==> src/rtl/led_shift_pkg.sv <==
package led_shift_pkg;
  localparam int ADDR_W = 5;
  localparam int DATA_W = 32;
  localparam int N_GRP  = 3;
  localparam int GRP_W  = 8;

  localparam logic [ADDR_W-1:0] OFF_CTRL0 = 5'h00;
  localparam logic [ADDR_W-1:0] OFF_CTRL1 = 5'h04;
  localparam logic [ADDR_W-1:0] OFF_DATA0 = 5'h08;
  localparam logic [ADDR_W-1:0] OFF_DATA1 = 5'h0C;
  localparam logic [ADDR_W-1:0] OFF_ACC   = 5'h10;

  localparam int BIT_REQ  = 31;
  localparam int DSL_POS  = 0;
  localparam int PHY1_POS = 2;
  localparam int PHY2_POS = 5;

  typedef struct packed {
    logic             falling;
    logic [1:0]       rate;
    logic [1:0]       dsl;
    logic [1:0]       phy1;
    logic [1:0]       phy2;
    logic [1:0]       upd_src;
    logic [N_GRP-1:0] groups;
  } cfg_t;

  typedef enum logic [1:0] {ST_IDLE, ST_SHIFT, ST_STROBE} shf_state_e;
endpackage

==> src/rtl/lsd_regs.sv <==
module lsd_regs
  import led_shift_pkg::*;
(
  input  logic              clk_i,
  input  logic              rst_ni,
  input  logic              we_i,
  input  logic [ADDR_W-1:0] addr_i,
  input  logic [DATA_W-1:0] wdata_i,
  output logic [DATA_W-1:0] rdata_o,
  input  logic              frame_start_i,
  output cfg_t              cfg_o,
  output logic [DATA_W-1:0] data_o,
  output logic              sw_req_o
);
  logic [DATA_W-2:0] ctrl0_q;
  logic              req_q;
  logic [DATA_W-1:0] ctrl1_q, data0_q, data1_q, acc_q;
  logic              wr_c0;

  assign wr_c0 = we_i && (addr_i == OFF_CTRL0);

  always_ff @(posedge clk_i or negedge rst_ni) begin
    if (!rst_ni) begin
      ctrl0_q <= '0;
      req_q   <= 1'b1;
      ctrl1_q <= '0;
      data0_q <= '0;
      data1_q <= '0;
      acc_q   <= '0;
    end else begin
      if (frame_start_i) req_q <= 1'b0;
      if (wr_c0) begin
        ctrl0_q <= wdata_i[DATA_W-2:0];
        if (wdata_i[BIT_REQ]) req_q <= 1'b1;
      end
      if (we_i && addr_i == OFF_CTRL1) ctrl1_q <= wdata_i;
      if (we_i && addr_i == OFF_DATA0) data0_q <= wdata_i;
      if (we_i && addr_i == OFF_DATA1) data1_q <= wdata_i;
      if (we_i && addr_i == OFF_ACC)   acc_q   <= wdata_i;
    end
  end

  always_comb begin
    case (addr_i)
      OFF_CTRL0: rdata_o = {req_q, ctrl0_q};
      OFF_CTRL1: rdata_o = ctrl1_q;
      OFF_DATA0: rdata_o = data0_q;
      OFF_DATA1: rdata_o = data1_q;
      OFF_ACC:   rdata_o = acc_q;
      default:   rdata_o = '0;
    endcase
  end

  assign cfg_o.falling = ctrl0_q[26];
  assign cfg_o.rate    = ctrl0_q[24:23];
  assign cfg_o.dsl     = ctrl0_q[25:24];
  assign cfg_o.phy1    = ctrl0_q[28:27];
  assign cfg_o.phy2    = ctrl1_q[16:15];
  assign cfg_o.upd_src = ctrl1_q[31:30];
  assign cfg_o.groups  = ctrl1_q[N_GRP-1:0];
  assign data_o        = data0_q;
  assign sw_req_o      = req_q;

  assert_req_set_R3: assert property (@(posedge clk_i) disable iff (!rst_ni)
    wr_c0 && wdata_i[BIT_REQ] |=> sw_req_o);
  assert_req_clr_R3: assert property (@(posedge clk_i) disable iff (!rst_ni)
    frame_start_i && !(wr_c0 && wdata_i[BIT_REQ]) |=> !sw_req_o);
endmodule

==> src/rtl/lsd_rate_tmr.sv <==
module lsd_rate_tmr #(
  parameter int unsigned CLK_HZ = 100_000_000
) (
  input  logic       clk_i,
  input  logic       rst_ni,
  input  logic       en_i,
  input  logic [1:0] rate_i,
  output logic       fire_o
);
  localparam int unsigned MAX_DIV = (CLK_HZ / 2 > 0) ? CLK_HZ / 2 : 1;
  localparam int          CNT_W   = $clog2(MAX_DIV + 1);

  function automatic logic [CNT_W-1:0] term_of(input logic [1:0] r);
    int unsigned d;
    case (r)
      2'd0:    d = CLK_HZ / 2;
      2'd1:    d = CLK_HZ / 4;
      2'd2:    d = CLK_HZ / 8;
      default: d = CLK_HZ / 10;
    endcase
    if (d < 1) d = 1;
    return CNT_W'(d - 1);
  endfunction

  logic [CNT_W-1:0] cnt_q;
  logic [CNT_W-1:0] term;

  assign term = term_of(rate_i);

  always_ff @(posedge clk_i or negedge rst_ni) begin
    if (!rst_ni) begin
      cnt_q  <= '0;
      fire_o <= 1'b0;
    end else if (!en_i) begin
      cnt_q  <= '0;
      fire_o <= 1'b0;
    end else if (cnt_q >= term) begin
      cnt_q  <= '0;
      fire_o <= 1'b1;
    end else begin
      cnt_q  <= cnt_q + 1'b1;
      fire_o <= 1'b0;
    end
  end

  assert_fire_needs_en_R9: assert property (@(posedge clk_i) disable iff (!rst_ni)
    fire_o |-> $past(en_i));
endmodule

==> src/rtl/lsd_frame_shift.sv <==
module lsd_frame_shift
  import led_shift_pkg::*;
#(
  parameter int SHIFT_DIV = 4,
  parameter int MAX_BITS  = 24
) (
  input  logic                          clk_i,
  input  logic                          rst_ni,
  input  logic                          start_i,
  input  logic [MAX_BITS-1:0]           word_i,
  input  logic [$clog2(MAX_BITS+1)-1:0] nbits_i,
  input  logic                          falling_i,
  output logic                          sck_o,
  output logic                          sdo_o,
  output logic                          stb_o,
  output logic                          busy_o
);
  localparam int IDX_W = $clog2(MAX_BITS);
  localparam int CNT_W = (2 * SHIFT_DIV > 1) ? $clog2(2 * SHIFT_DIV) : 1;
  localparam logic [CNT_W-1:0] HALF_END = CNT_W'(SHIFT_DIV - 1);
  localparam logic [CNT_W-1:0] STB_END  = CNT_W'(2 * SHIFT_DIV - 1);

  shf_state_e          state_q;
  logic [CNT_W-1:0]    cnt_q;
  logic                half_q;
  logic [IDX_W-1:0]    idx_q;
  logic [MAX_BITS-1:0] word_q;

  always_ff @(posedge clk_i or negedge rst_ni) begin
    if (!rst_ni) begin
      state_q <= ST_IDLE;
      cnt_q   <= '0;
      half_q  <= 1'b0;
      idx_q   <= '0;
      word_q  <= '0;
    end else begin
      case (state_q)
        ST_IDLE: if (start_i) begin
          state_q <= ST_SHIFT;
          word_q  <= word_i;
          idx_q   <= IDX_W'(nbits_i - 1'b1);
          cnt_q   <= '0;
          half_q  <= 1'b0;
        end
        ST_SHIFT: begin
          if (cnt_q == HALF_END) begin
            cnt_q <= '0;
            if (half_q) begin
              half_q <= 1'b0;
              if (idx_q == '0) state_q <= ST_STROBE;
              else             idx_q   <= idx_q - 1'b1;
            end else begin
              half_q <= 1'b1;
            end
          end else begin
            cnt_q <= cnt_q + 1'b1;
          end
        end
        ST_STROBE: begin
          if (cnt_q == STB_END) begin
            cnt_q   <= '0;
            state_q <= ST_IDLE;
          end else begin
            cnt_q <= cnt_q + 1'b1;
          end
        end
        default: state_q <= ST_IDLE;
      endcase
    end
  end

  // sampling edge falls at mid-bit; the edge back to idle is where data moves
  assign sck_o  = falling_i ^ ((state_q == ST_SHIFT) && half_q);
  assign sdo_o  = (state_q == ST_SHIFT) ? word_q[idx_q] : 1'b0;
  assign stb_o  = (state_q == ST_STROBE);
  assign busy_o = (state_q != ST_IDLE);

  assert_start_when_idle_R7: assert property (@(posedge clk_i) disable iff (!rst_ni)
    start_i |-> !busy_o);
  assert_data_on_idle_edge_R5: assert property (@(posedge clk_i) disable iff (!rst_ni)
    busy_o && $past(busy_o) && (sdo_o != $past(sdo_o)) |-> sck_o == falling_i);
  assert_strobe_closes_frame_R6: assert property (@(posedge clk_i) disable iff (!rst_ni)
    $fell(busy_o) |-> $past(stb_o));
endmodule

==> src/rtl/led_shift_drv.sv <==
module led_shift_drv
  import led_shift_pkg::*;
#(
  parameter int unsigned CLK_HZ    = 100_000_000,
  parameter int          SHIFT_DIV = 4
) (
  input  logic              clk_i,
  input  logic              rst_ni,
  input  logic              bus_we_i,
  input  logic [ADDR_W-1:0] bus_addr_i,
  input  logic [DATA_W-1:0] bus_wdata_i,
  output logic [DATA_W-1:0] bus_rdata_o,
  input  logic [1:0]        dsl_led_i,
  input  logic [1:0]        phy1_led_i,
  input  logic [1:0]        phy2_led_i,
  output logic              sck_o,
  output logic              sdo_o,
  output logic              stb_o,
  output logic              busy_o
);
  localparam int MAX_BITS = N_GRP * GRP_W;
  localparam int NB_W     = $clog2(MAX_BITS + 1);

  cfg_t                cfg;
  logic [DATA_W-1:0]   data0;
  logic                sw_req, fire, tick_pend_q, start, auto_en;
  logic [MAX_BITS-1:0] hw_mask, hw_val, word;
  logic [NB_W-1:0]     nbits;

  lsd_regs u_regs (
    .clk_i, .rst_ni,
    .we_i          (bus_we_i),
    .addr_i        (bus_addr_i),
    .wdata_i       (bus_wdata_i),
    .rdata_o       (bus_rdata_o),
    .frame_start_i (start),
    .cfg_o         (cfg),
    .data_o        (data0),
    .sw_req_o      (sw_req)
  );

  always_comb begin
    hw_mask = '0;
    hw_val  = '0;
    hw_mask[DSL_POS+:2]  = cfg.dsl;
    hw_mask[PHY1_POS+:2] = cfg.phy1;
    hw_mask[PHY2_POS+:2] = cfg.phy2;
    hw_val[DSL_POS+:2]   = dsl_led_i;
    hw_val[PHY1_POS+:2]  = phy1_led_i;
    hw_val[PHY2_POS+:2]  = phy2_led_i;
  end

  assign word = (data0[MAX_BITS-1:0] & ~hw_mask) | (hw_val & hw_mask);

  always_comb begin
    nbits = '0;
    for (int g = 0; g < N_GRP; g++)
      if (cfg.groups[g]) nbits = NB_W'((g + 1) * GRP_W);
  end

  assign auto_en = (|hw_mask) && (|cfg.upd_src);

  lsd_rate_tmr #(.CLK_HZ(CLK_HZ)) u_tmr (
    .clk_i, .rst_ni,
    .en_i   (auto_en),
    .rate_i (cfg.rate),
    .fire_o (fire)
  );

  assign start = !busy_o && (sw_req || tick_pend_q) && (|cfg.groups);

  always_ff @(posedge clk_i or negedge rst_ni) begin
    if (!rst_ni) tick_pend_q <= 1'b0;
    else         tick_pend_q <= fire | (tick_pend_q & ~start);
  end

  lsd_frame_shift #(.SHIFT_DIV(SHIFT_DIV), .MAX_BITS(MAX_BITS)) u_shift (
    .clk_i, .rst_ni,
    .start_i   (start),
    .word_i    (word),
    .nbits_i   (nbits),
    .falling_i (cfg.falling),
    .sck_o, .sdo_o, .stb_o, .busy_o
  );

  assert_frame_needs_group_R4: assert property (@(posedge clk_i) disable iff (!rst_ni)
    $rose(busy_o) |-> $past(|cfg.groups));
  assert_tick_kept_R9: assert property (@(posedge clk_i) disable iff (!rst_ni)
    fire |=> tick_pend_q);
endmodule

==> config.mk <==
export PLATFORM = sky130hd
export DESIGN_NAME = led_shift_drv
export DESIGN_NICKNAME = d
export VERILOG_FILES = /design/src/rtl/led_shift_pkg.sv /design/src/rtl/lsd_regs.sv /design/src/rtl/lsd_rate_tmr.sv /design/src/rtl/lsd_frame_shift.sv /design/src/rtl/led_shift_drv.sv
export SDC_FILE = /design/constraint.sdc
export NUM_CORES = 1
export LEC_CHECK = 0
export ABC_CLOCK_PERIOD_IN_PS = 2700
export BUFFER_PORTS_ARGS = -buffer_cell sky130_fd_sc_hd__buf_2
export CAP_MARGIN = 15
export CORE_ASPECT_RATIO = 0.9
export CORE_MARGIN = 3
export CORE_UTILIZATION = 45
export DETAILED_ROUTE_END_ITERATION = 16
export GPL_TIMING_DRIVEN = 0
export SYNTH_ARGS = -nofsm -noshare
export SYNTH_HDL_FRONTEND = slang
export SYNTH_HIERARCHICAL = 1
export SYNTH_SLANG_ARGS = --single-unit
==> constraint.sdc <==
create_clock -name clk_i -period 2.7 [get_ports clk_i]
set_input_delay 0.405 -clock clk_i [delete_from_list [all_inputs] [get_ports clk_i]]
set_output_delay 0.405 -clock clk_i [all_outputs]
set_load 0.02 [all_outputs]
==> impl_metrics.tcl <==
set metrics [dict create \
    start_kind "flop" \
    syn_avg_cell_area_um2 12.5 \
    place_area_um2 12700 \
    syn-cell-area_um2 11800 \
    h-tree-depth 1 \
    dr_wl_met2_um 13600 \
    antenna_found_initial 4 \
    worst_skew_pair.late_latency_ns 0.52 \
    fin_crit_sh_pct 97.8 \
    r2r_cells 12 \
    slowest_delay_ns 0.43 \
    r2r_slack_ns 0.13 \
    critPathSlowestCell "mux4_2" \
    crit_path_max_fanout 2 \
    cp_cell_sequence "buf_4 > buf_4 > mux4_2 > nor2b_2 > a211oi_2 > a211o_1 > buf_6" \
    die_y_um 159 \
    crit_family "multiplexers" \
    yosys.area_share.simple_pct 9.42 \
    num-fill-cells 2228 \
    fin_util_pct 54.1 \
    criticalPathCategory "reg2out" \
    hold_class "in2reg" \
    place.port_buffers 81 \
    total_power_mw 10.6 \
    synth_edf_count 0 \
    arrival_ns 2.23 \
    synthAdderAreaFrac_pct 3.40 \
    gr-usage-all-layers_pct 21.3 \
    wire_per_inst_um 20.8 \
    cp.depth 7 \
    max-cap-violations 0 \
    r2r-start "u_regs/ctrl0_q[23]$_DFFE_PN0P_" \
    crit_top_cell "buf_4" \
    crit_path_end "sdo_o" \
    yosys_register_bits 223 \
    syn_inst 944 \
    cts_tree "yes" \
    grt-ovfl-total 0 \
    fmax_mhz 379 \
    status "complete, no violations" \
    dp_hpwl_um 20500 \
    viasPerCell 5.55 \
    synth_top_flop_cell "dfrtp_1" \
    mostFrequentLayoutCell "dfrtp_1" \
    diodes 0 \
    path_clk_slew_ns 0.06 \
    stdcell_count 1436 \
    grt_max_degree 114 \
    place_congestion 0.819 \
    yosysUniqueCellTypes 64 \
    fin_skew_ns 0.0166 \
    synth-xor-area-share_pct 2.16 \
    setup_viol 0 \
    hold_violations 0 \
    layout.nets 1154 \
    yosysWarningCount 6 \
    die_w_um 176 \
    r2r_end "u_tmr/cnt_q[15]$_DFF_PN0_" \
    clock-sinks 223 \
    wl_um 29800 \
    grt_pass1_vias 8233 \
    critical_path_required_ns 2.30 \
    drive_gt1_share_pct 38.0 \
    synth-compound-area-share_pct 9.45 \
    vias 7968 \
    row_count 55 \
    slew_violations 0 \
    drtIter0Drc 467 \
    cp-startpoint "u_shift/idx_q[0]$_DFFE_PN0P_" \
    synth.area.mux_share_pct 23.6 \
    ys_seq_area_share_pct 47.4 \
    async_flop_share_pct 100 \
    drt-pass1-iter-count 4 \
    finalCriticalPeriod_ns 2.64 \
    met1Wirelength_um 14500 \
    p_leak_nw 6.31 \
    wl_met3_um 1130 \
    tightest_slew_ns 0.866 \
    max_slew_margin_pct 42.2 \
    cts_root_buffer "clkbuf_16" \
    drcViolationCount 0 \
    path_buf_inv 3 \
    grt_pass1_wl_um 47700 \
    die_area_um2 28100 \
    ant_nets 0 \
    clock_path_buffers 3 \
    holdWs_ns 0.181 \
    stdcell_area_um2 13800 \
    layout_common_cells "222 x dfrtp_1, 158 x mux2_2, 87 x buf_2" \
    start_util_pct 46.2 \
    synth_top_family_by_area "multiplexers" \
    placed_cells 1375 \
    num_io_pins 82 \
    power_density_nw_per_um2 770 \
    cts_buffers 25 \
    ir_worst_vdd_mv 0.477 \
    dr.max_layer_used "met5" \
    end_kind "primary output" \
    syn_to_final_growth_pct 17.0 \
    core-area_um2 25500 \
]
[timing repair]
action | CTS | global route
hold buffers | 1 | 0
endpoints found under the setup margin | 82 | 65
gates resized for setup | 19 | 29
setup buffers | 5 | 11
pin swaps | 1 | 5
hold endpoints to repair | 2 | 0
[registers in the layout (all words and copies together), names as in the netlist]
register,flops
u_shift/state_q,2
u_shift/cnt_q,3
u_shift/word_q,24
u_regs/ctrl1_q,32
u_regs/ctrl0_q,31
u_shift/idx_q,5
u_regs/sw_req_o,1
u_tmr/fire_o,1
u_regs/data_o,32
u_regs/data1_q,32
u_shift/half_q,1
u_tmr/cnt_q,26
tick_pend_q,1
u_regs/acc_q,32
[cells by family (layout without fill, tap and decap cells)]
logic type,count (synthesis),in the layout
muxes,237,237
DFF,223,223
and+or+nand+nor,175,175
AOI/OAI and AO/OA,147,147
buffers and inverters,98,241
adders and majority gates,32,32
xor gates and xnor gates,29,29
other,3,10
[stage by stage]
step                      TNS [ns]  worst slack [ns]
after floorplan                  0             0.210
after global placement     -660.26             -2.94
after detailed placement     -9.73            -0.373
after CTS                        0           0.00250
after global routing      -0.00844          -0.00844
final                            0            0.0607
[cell usage after synthesis, types with 11 or more instances]
cell / count / share of area (%)
nor3_1: 14 / 0.60
a211oi_1: 34 / 2.2
inv_1: 25 / 0.80
nand2_1: 24 / 0.77
buf_4: 15 / 0.96
dfrtp_1: 222 / 47
a21boi_0: 32 / 2.0
mux2_4: 30 / 3.8
o32ai_1: 32 / 2.4
clkbuf_1: 32 / 1.0
mux2i_1: 43 / 3.7
ha_1: 32 / 3.4
nor3_2: 11 / 0.94
mux2_2: 158 / 15
and2_1: 36 / 1.9
a21oi_1: 12 / 0.51
xnor2_1: 22 / 1.6
nand3_1: 16 / 0.68
buf_2: 11 / 0.47
nor2_1: 18 / 0.57
[worst min path at each step]
stage                                        from                              to  slack [ns]  cells after the start
floorplan                                  rst_ni           tick_pend_q$_DFF_PN0_        0.11                      0
global placement     u_shift/cnt_q[1]$_DFFE_PN0P_    u_shift/cnt_q[1]$_DFFE_PN0P_        0.47                      2
detailed placement  u_shift/word_q[5]$_DFFE_PN0P_   u_shift/word_q[5]$_DFFE_PN0P_        0.49                      1
finish                             bus_wdata_i[6]    u_regs/data_o[6]$_DFFE_PN0P_        0.18                      2
global route                       bus_wdata_i[4]   u_regs/data1_q[4]$_DFFE_PN0P_        0.17                      2
CTS                               bus_wdata_i[29]  u_regs/data1_q[29]$_DFFE_PN0P_        0.16                      2
[metal layers]
layer	vias to the layer above	GRT usage, %
met1	4059	31.2
met2	130	33.4
met4	8	4.11
li1	3726	-
met5	-	0
met3	45	3.91
[power breakdown]
group / internal [mW] / switching, mW / total (mW)
clock: 2.08 / 1.34 / 3.42
sequential: 4.07 / 0.439 / 4.51
combinational: 1.39 / 1.29 / 2.68
total: 7.54 / 3.07 / 10.6
[cell type report]
| class | instances | area (um2) | area share [%] |
|---|---|---|---|
| Buffer | 72 | 470 | 3.41 |
| Clock buffer | 39 | 748 | 5.43 |
| Clock inverter | 6 | 80.1 | 0.581 |
| Inverter | 25 | 93.8 | 0.681 |
| Multi-Input combinational cell | 630 | 5800 | 42.1 |
| Sequential cell | 223 | 5580 | 40.5 |
| Tap cell | 342 | 428 | 3.11 |
| Timing Repair Buffer | 99 | 579 | 4.20 |
Power figures use the tool's default switching activity.
